File: config.mk
export PLATFORM = sky130hd
export DESIGN_NAME = pwm_gen_bank
export DESIGN_NICKNAME = d
export VERILOG_FILES = /design/src/rtl/pwm_bank_pkg.sv /design/src/rtl/pwm_subtick_prescaler.sv /design/src/rtl/pwm_wavegen.sv /design/src/rtl/pwm_pin_mux.sv /design/src/rtl/pwm_gen_bank.sv
export SDC_FILE = /design/constraint.sdc
export NUM_CORES = 2
export LEC_CHECK = 0
export ABC_AREA = 1
export CAP_MARGIN = 25
export CORE_UTILIZATION = 60
export DETAILED_ROUTE_END_ITERATION = 8
export DONT_BUFFER_PORTS = 1
export HOLD_SLACK_MARGIN = 0.08
export PLACE_DENSITY = 0.76
export SETUP_SLACK_MARGIN = 0.15
export SKIP_CTS_REPAIR_TIMING = 1
export SYNTH_ARGS = -nofsm -noshare
export SYNTH_HDL_FRONTEND = slang
export SYNTH_SLANG_ARGS = --single-unit
File: constraint.sdc
create_clock -name clk -period 8.1 [get_ports clk]
set_input_delay 1.62 -clock clk [delete_from_list [all_inputs] [get_ports clk]]
set_output_delay 1.62 -clock clk [all_outputs]
set_load 0.02 [all_outputs]
File: src/rtl/pwm_bank_pkg.sv
package pwm_bank_pkg;

  localparam int FIELD_W   = 8;
  localparam int MAP_W     = 4;
  localparam int CNT_W     = 16;
  localparam int DUTY_FULL = 255;

  // sub-ticks in one period of `per` coarse ticks
  function automatic logic [CNT_W-1:0] period_subticks(input logic [FIELD_W-1:0] per);
    return {8'b0, per} * CNT_W'(DUTY_FULL);
  endfunction

  // sub-ticks spent high: duty/255 of the period, exact at sub-tick resolution
  function automatic logic [CNT_W-1:0] high_subticks(input logic [FIELD_W-1:0] duty,
                                                     input logic [FIELD_W-1:0] per);
    return {8'b0, duty} * {8'b0, per};
  endfunction

endpackage

File: src/rtl/pwm_subtick_prescaler.sv
module pwm_subtick_prescaler #(
  parameter int DIV = 784
) (
  input  logic clk,
  input  logic rst_n,
  output logic sub_tick
);

  generate
    if (DIV <= 1) begin : g_pass
      assign sub_tick = 1'b1;
    end else begin : g_div
      localparam int CW = $clog2(DIV);
      localparam logic [CW-1:0] LAST = CW'(DIV - 1);
      logic [CW-1:0] cnt;

      always_ff @(posedge clk or negedge rst_n) begin
        if (!rst_n)           cnt <= '0;
        else if (cnt == LAST) cnt <= '0;
        else                  cnt <= cnt + 1'b1;
      end

      assign sub_tick = (cnt == LAST);
    end
  endgenerate

endmodule

File: src/rtl/pwm_wavegen.sv
module pwm_wavegen
  import pwm_bank_pkg::*;
(
  input  logic               clk,
  input  logic               rst_n,
  input  logic               sub_tick,
  input  logic [FIELD_W-1:0] cfg_per,
  input  logic [FIELD_W-1:0] cfg_duty,
  output logic               wave,
  output logic               period_end,
  output logic [FIELD_W-1:0] act_per,
  output logic [FIELD_W-1:0] act_duty
);

  logic [CNT_W-1:0] cnt;

  // a stopped generator counts as "at a boundary" so it picks up settings at once
  assign period_end = (act_per == '0) ||
                      (cnt == period_subticks(act_per) - CNT_W'(1));
  assign wave       = (act_per != '0) && (cnt < high_subticks(act_duty, act_per));

  always_ff @(posedge clk or negedge rst_n) begin
    if (!rst_n) begin
      cnt      <= '0;
      act_per  <= '0;
      act_duty <= '0;
    end else if (sub_tick) begin
      if (period_end) begin
        cnt      <= '0;
        act_per  <= cfg_per;
        act_duty <= cfg_duty;
      end else begin
        cnt <= cnt + 1'b1;
      end
    end
  end

endmodule

File: src/rtl/pwm_pin_mux.sv
module pwm_pin_mux #(
  parameter int NUM_GEN  = 8,
  parameter int NUM_PINS = 33
) (
  input  logic [NUM_GEN-1:0]       gen_wave,
  input  logic [NUM_PINS-1:0][3:0] pin_map,
  output logic [NUM_PINS-1:0]      pin_out
);

  generate
    for (genvar p = 0; p < NUM_PINS; p++) begin : g_pin
      assign pin_out[p] = pin_map[p][3] & gen_wave[pin_map[p][2:0]];
    end
  endgenerate

endmodule

File: src/rtl/pwm_gen_bank.sv
module pwm_gen_bank
  import pwm_bank_pkg::*;
#(
  parameter int NUM_GEN     = 8,
  parameter int NUM_DIRECT  = 16,
  parameter int NUM_SERIAL  = 17,
  parameter int ADDR_W      = 4,
  parameter int SUBTICK_DIV = 784
) (
  input  logic                  clk,
  input  logic                  rst_n,
  input  logic                  wr_en,
  input  logic [ADDR_W-1:0]     wr_addr,
  input  logic [31:0]           wr_data,
  output logic [NUM_DIRECT-1:0] direct_pin,
  output logic [NUM_SERIAL-1:0] serial_pin
);

  localparam int NUM_PINS   = NUM_DIRECT + NUM_SERIAL;
  localparam int DUTY_BASE  = 0;
  localparam int DUTY_WORDS = (NUM_GEN + 1) / 2;
  localparam int PER_BASE   = DUTY_BASE + DUTY_WORDS;
  localparam int PER_WORDS  = (NUM_GEN + 3) / 4;
  localparam int DMAP_BASE  = PER_BASE + PER_WORDS;
  localparam int DMAP_WORDS = (NUM_DIRECT + 7) / 8;
  localparam int SMAP_BASE  = DMAP_BASE + DMAP_WORDS;

  logic [NUM_GEN-1:0][FIELD_W-1:0] duty_cfg;
  logic [NUM_GEN-1:0][FIELD_W-1:0] per_cfg;
  logic [NUM_PINS-1:0][MAP_W-1:0]  pin_map;

  // named internal events for the checker
  logic                            sub_tick;
  logic [NUM_GEN-1:0]              gen_wave;
  logic [NUM_GEN-1:0]              gen_last;
  logic [NUM_GEN-1:0][FIELD_W-1:0] act_per;
  logic [NUM_GEN-1:0][FIELD_W-1:0] act_duty;
  logic [NUM_PINS-1:0]             pin_all;

  // configuration write decode
  always_ff @(posedge clk or negedge rst_n) begin
    if (!rst_n) begin
      duty_cfg <= '0;
      per_cfg  <= '0;
      pin_map  <= '0;
    end else if (wr_en) begin
      for (int g = 0; g < NUM_GEN; g++) begin
        if (wr_addr == ADDR_W'(DUTY_BASE + g / 2))
          duty_cfg[g] <= wr_data[16 * (g % 2) +: FIELD_W];
        if (wr_addr == ADDR_W'(PER_BASE + g / 4))
          per_cfg[g] <= wr_data[8 * (g % 4) +: FIELD_W];
      end
      for (int p = 0; p < NUM_DIRECT; p++) begin
        if (wr_addr == ADDR_W'(DMAP_BASE + p / 8))
          pin_map[p] <= wr_data[4 * (p % 8) +: MAP_W];
      end
      for (int s = 0; s < NUM_SERIAL; s++) begin
        if (wr_addr == ADDR_W'(SMAP_BASE + s / 8))
          pin_map[NUM_DIRECT + s] <= wr_data[4 * (s % 8) +: MAP_W];
      end
    end
  end

  pwm_subtick_prescaler #(.DIV(SUBTICK_DIV)) u_presc (
    .clk      (clk),
    .rst_n    (rst_n),
    .sub_tick (sub_tick)
  );

  generate
    for (genvar g = 0; g < NUM_GEN; g++) begin : g_gen
      pwm_wavegen u_gen (
        .clk        (clk),
        .rst_n      (rst_n),
        .sub_tick   (sub_tick),
        .cfg_per    (per_cfg[g]),
        .cfg_duty   (duty_cfg[g]),
        .wave       (gen_wave[g]),
        .period_end (gen_last[g]),
        .act_per    (act_per[g]),
        .act_duty   (act_duty[g])
      );
    end
  endgenerate

  pwm_pin_mux #(.NUM_GEN(NUM_GEN), .NUM_PINS(NUM_PINS)) u_mux (
    .gen_wave (gen_wave),
    .pin_map  (pin_map),
    .pin_out  (pin_all)
  );

  assign direct_pin = pin_all[NUM_DIRECT-1:0];
  assign serial_pin = pin_all[NUM_PINS-1:NUM_DIRECT];

endmodule

==> flow_metrics.py <==
metrics = {
    "worst_setup_path": {
        "start_kind": "register",
        "critPathTopFamily": "adder cells",
        "crit_path_top_delay_cell": "fa_1",
        "slowest_delay_ns": 0.53,
        "cp_num_buf_inv": 8,
        "crit_top_cell": "nand2_1",
        "endpoint_kind": "primary output",
        "path_max_fanout": 8,
        "cp.required_ns": 6.48,
        "worstSetupPathType": "register to primary output",
        "arrival_ns": 6.72,
    },
    "timing": {
        "fmax_mhz": 120,
        "hold_viol_final": 0,
        "timing.final.crit_period_ns": 8.34,
        "worstMarginPinSlew_ns": 1.97,
        "slew_violations": 294,
        "maxSlewHeadroom_pct": -31.0,
        "finalWorstSetupSlack_ns": -0.235,
        "fin_skew_ns": 0.0304,
        "rsz0062_at_grt": "yes",
        "setup_viol": 33,
        "layout_worst_path_cycle_share_pct": 103,
    },
    "synth": {
        "synth.largest_area_cell": "dfrtp_1",
        "ys_seq_area_share_pct": 21.4,
        "synth-main-ff-cell": "dfrtp_1",
        "synth_area_leaders": "dfrtp_1 21%, fa_1 18%, ha_1 15%",
        "synth_commonest_cells": "2,211 x nand2_1, 1,731 x inv_1, 729 x ha_1",
        "synth.most_common_cell": "nand2_1",
        "syn_avg_cell_area_sq_um": 7.50,
        "ys_types": 45,
        "ys_warn_count": 0,
        "ys_async_sr_fraction_pct": 100,
        "synth_top_area_share_pct": 21.4,
        "netlist_area_sq_um": 61500,
        "postSynthCellCount": 8211,
        "ys_ff_latch": 526,
        "synth_nets": 9531,
        "synth_edf_count": 0,
    },
    "status": {
        "violations": "max-slew violations, negative setup slack",
        "status": "finished with violations",
    },
    "place": {
        "dp_hpwl_um": 117000,
        "place_worst_setup_slack_ns": 0.0803,
        "port_buffers": 0,
        "place_congestion": 0.923,
        "placed_cell_area_sq_um": 63500,
        "place_inst": 9461,
    },
    "route": {
        "route.detailed.drc": 0,
        "detail-route-antenna-nets": 0,
        "drt_iter0_markers": 4554,
        "vias_per_cell": 5.51,
        "dr.pass1.iters": 8,
        "wire_per_inst_um": 17.2,
        "wl_um": 168000,
        "vias": 53800,
    },
    "power": {
        "p_leak_nw": 39.8,
        "p_comb_share_pct": 13.2,
        "p_switching_mw": 2.14,
        "pwr-share-seq_pct": 41.9,
        "p_clk_share_pct": 44.9,
        "power_density_nw_per_um2": 108,
        "ir_drop_mv": 0.148,
        "p_int_mw": 5.37,
        "fin_total_pwr_mw": 7.51,
        "swShare_pct": 28.5,
    },
    "clock_network": {
        "cts_buffers": 66,
        "numClockSinks": 526,
        "cts_root_buffer": "clkbuf_16",
        "clock_latency_ns": 0.64,
        "clockBufferDepth": 3,
        "path_clk_slew_ns": 0.07,
        "cts_tree": "built",
        "htreeDepth": 3,
    },
    "global_route": {
        "grt_pass1_wl_um": 255000,
        "grt_antenna_before_repair": 9,
        "overflow": 0,
        "grt_pass1_vias": 51300,
        "grt_usage_pct": 30.4,
        "grt_max_degree": 527,
    },
    "final_layout": {
        "multiInputGateArea_sq_um": 42300,
        "areaGrowthSynthToFinish_pct": 12.9,
        "nFillCells": 7981,
        "fin_nets": 9654,
        "design_area_sq_um": 69500,
        "seqCellArea_sq_um": 13300,
        "final_core_util_pct": 68.3,
        "fin_cells": 9761,
        "drive_gt1_share_pct": 10.6,
    },
    "floorplan": {
        "die_w_um": 322,
        "dieArea_sq_um": 104000,
        "boundaryPins": 72,
        "rows": 117,
        "start_util_pct": 60.5,
        "die_y_um": 322,
        "core_area_sq_um": 102000,
    },
    "flow_run": {
        "drv_cap": 0,
    },
    "min_path": {
        "hp-class": "register to register",
    },
}
## area by class of cell
type / count / share of cell area [%]
clock buffer: 84 / 2.65
timing repair buffer: 328 / 4.57
inverter: 1734 / 9.38
antenna: 8 / 0.0288
multi-input combinational: 5678 / 60.9
sequential: 526 / 19.1
tap: 1368 / 2.46
clock inverter: 35 / 0.873
## routing by layer
metal  up-vias  GRT usage [%]  share of wire, %
li1      25400              -                 -
met1     25900           39.7                40
met2      1988           51.2                47
met3       492           4.90               8.9
met4         8           10.9               4.2
met5         -              0             0.058
## layout by cell type (no fill, tap or decap), types with 40 or more instances in the layout
cell,Yosys,layout
xnor2_1,110,110
buf_4,7,231
fa_1,552,542
nor3_1,53,40
nand4_1,101,101
nor2_1,375,352
inv_1,1731,1700
dfrtp_2,0,89
buf_6,2,54
o21ai_0,345,309
a21oi_1,414,342
xor2_1,239,239
dfrtp_1,526,437
a21oi_2,1,64
ha_1,729,691
nand3_1,415,394
nand2_1,2211,2114
nand2_2,12,93
clkbuf_16,0,85
## cell families (layout without fill, tap and decap cells)
| kind of cell | after synthesis | count (layout) | share of synthesized area [%] |
|---|---|---|---|
| mux | 5 | 5 | 0.0813 |
| flops | 526 | 526 | 21.4 |
| simple gates | 3219 | 3219 | 21.4 |
| fa+ha+maj | 1281 | 1281 | 32.8 |
| xor+xnor | 351 | 351 | 5.02 |
| compound gates | 822 | 822 | 6.92 |
| buf+inv | 2007 | 2181 | 12.4 |
| other cells | 0 | 8 | 0 |
## flip-flops by register name (all words and copies together), names as in the netlist
| register | flops |
|---|---|
| per_cfg | 64 |
| g_gen.u_gen.act_duty | 64 |
| duty_cfg | 64 |
| g_gen.u_gen.act_per | 64 |
| pin_map | 132 |
| u_presc.g_div.cnt | 10 |
| g_gen.u_gen.cnt | 128 |
## path summary, 6_finish.rpt
kind / cells past startpoint / to / slack [ns] / startpoint
min in group asynchronous: 0 / g_gen[0].u_gen.cnt[14] / 0.69 / rst_n
max reg2reg: 25 / g_gen[7].u_gen.act_duty[2] / 2.29 / g_gen[7].u_gen.act_per[6]
max: 33 / serial_pin[1] / -0.24 / g_gen[7].u_gen.act_per[3]
max in group asynchronous: 0 / g_gen[7].u_gen.act_duty[1] / 5.76 / rst_n
min reg2reg: 1 / u_presc.g_div.cnt[0] / 0.48 / u_presc.g_div.cnt[0]
min: 1 / u_presc.g_div.cnt[0] / 0.48 / u_presc.g_div.cnt[0]
## through the flow
step | hold slack (ns) | setup TNS [ns]
floorplan | 0.433 | 0
global placement | 0.455 | 0
detailed placement | 0.473 | 0
CTS | 0.488 | -15.30
global route | 0.495 | -12.64
finish | 0.484 | -3.82
## power by group through the flow
stage               combinational [mW]  clock (mW)  sequential (mW)
CTS                              0.847        3.39             3.11
global route                      1.10        3.49             3.17
finish                           0.994        3.37             3.15
detailed placement               0.838           0             3.16
floorplan                        0.591           0             3.10
global placement                 0.804           0             3.15
No activity file was read; power rests on OpenSTA's default activity.
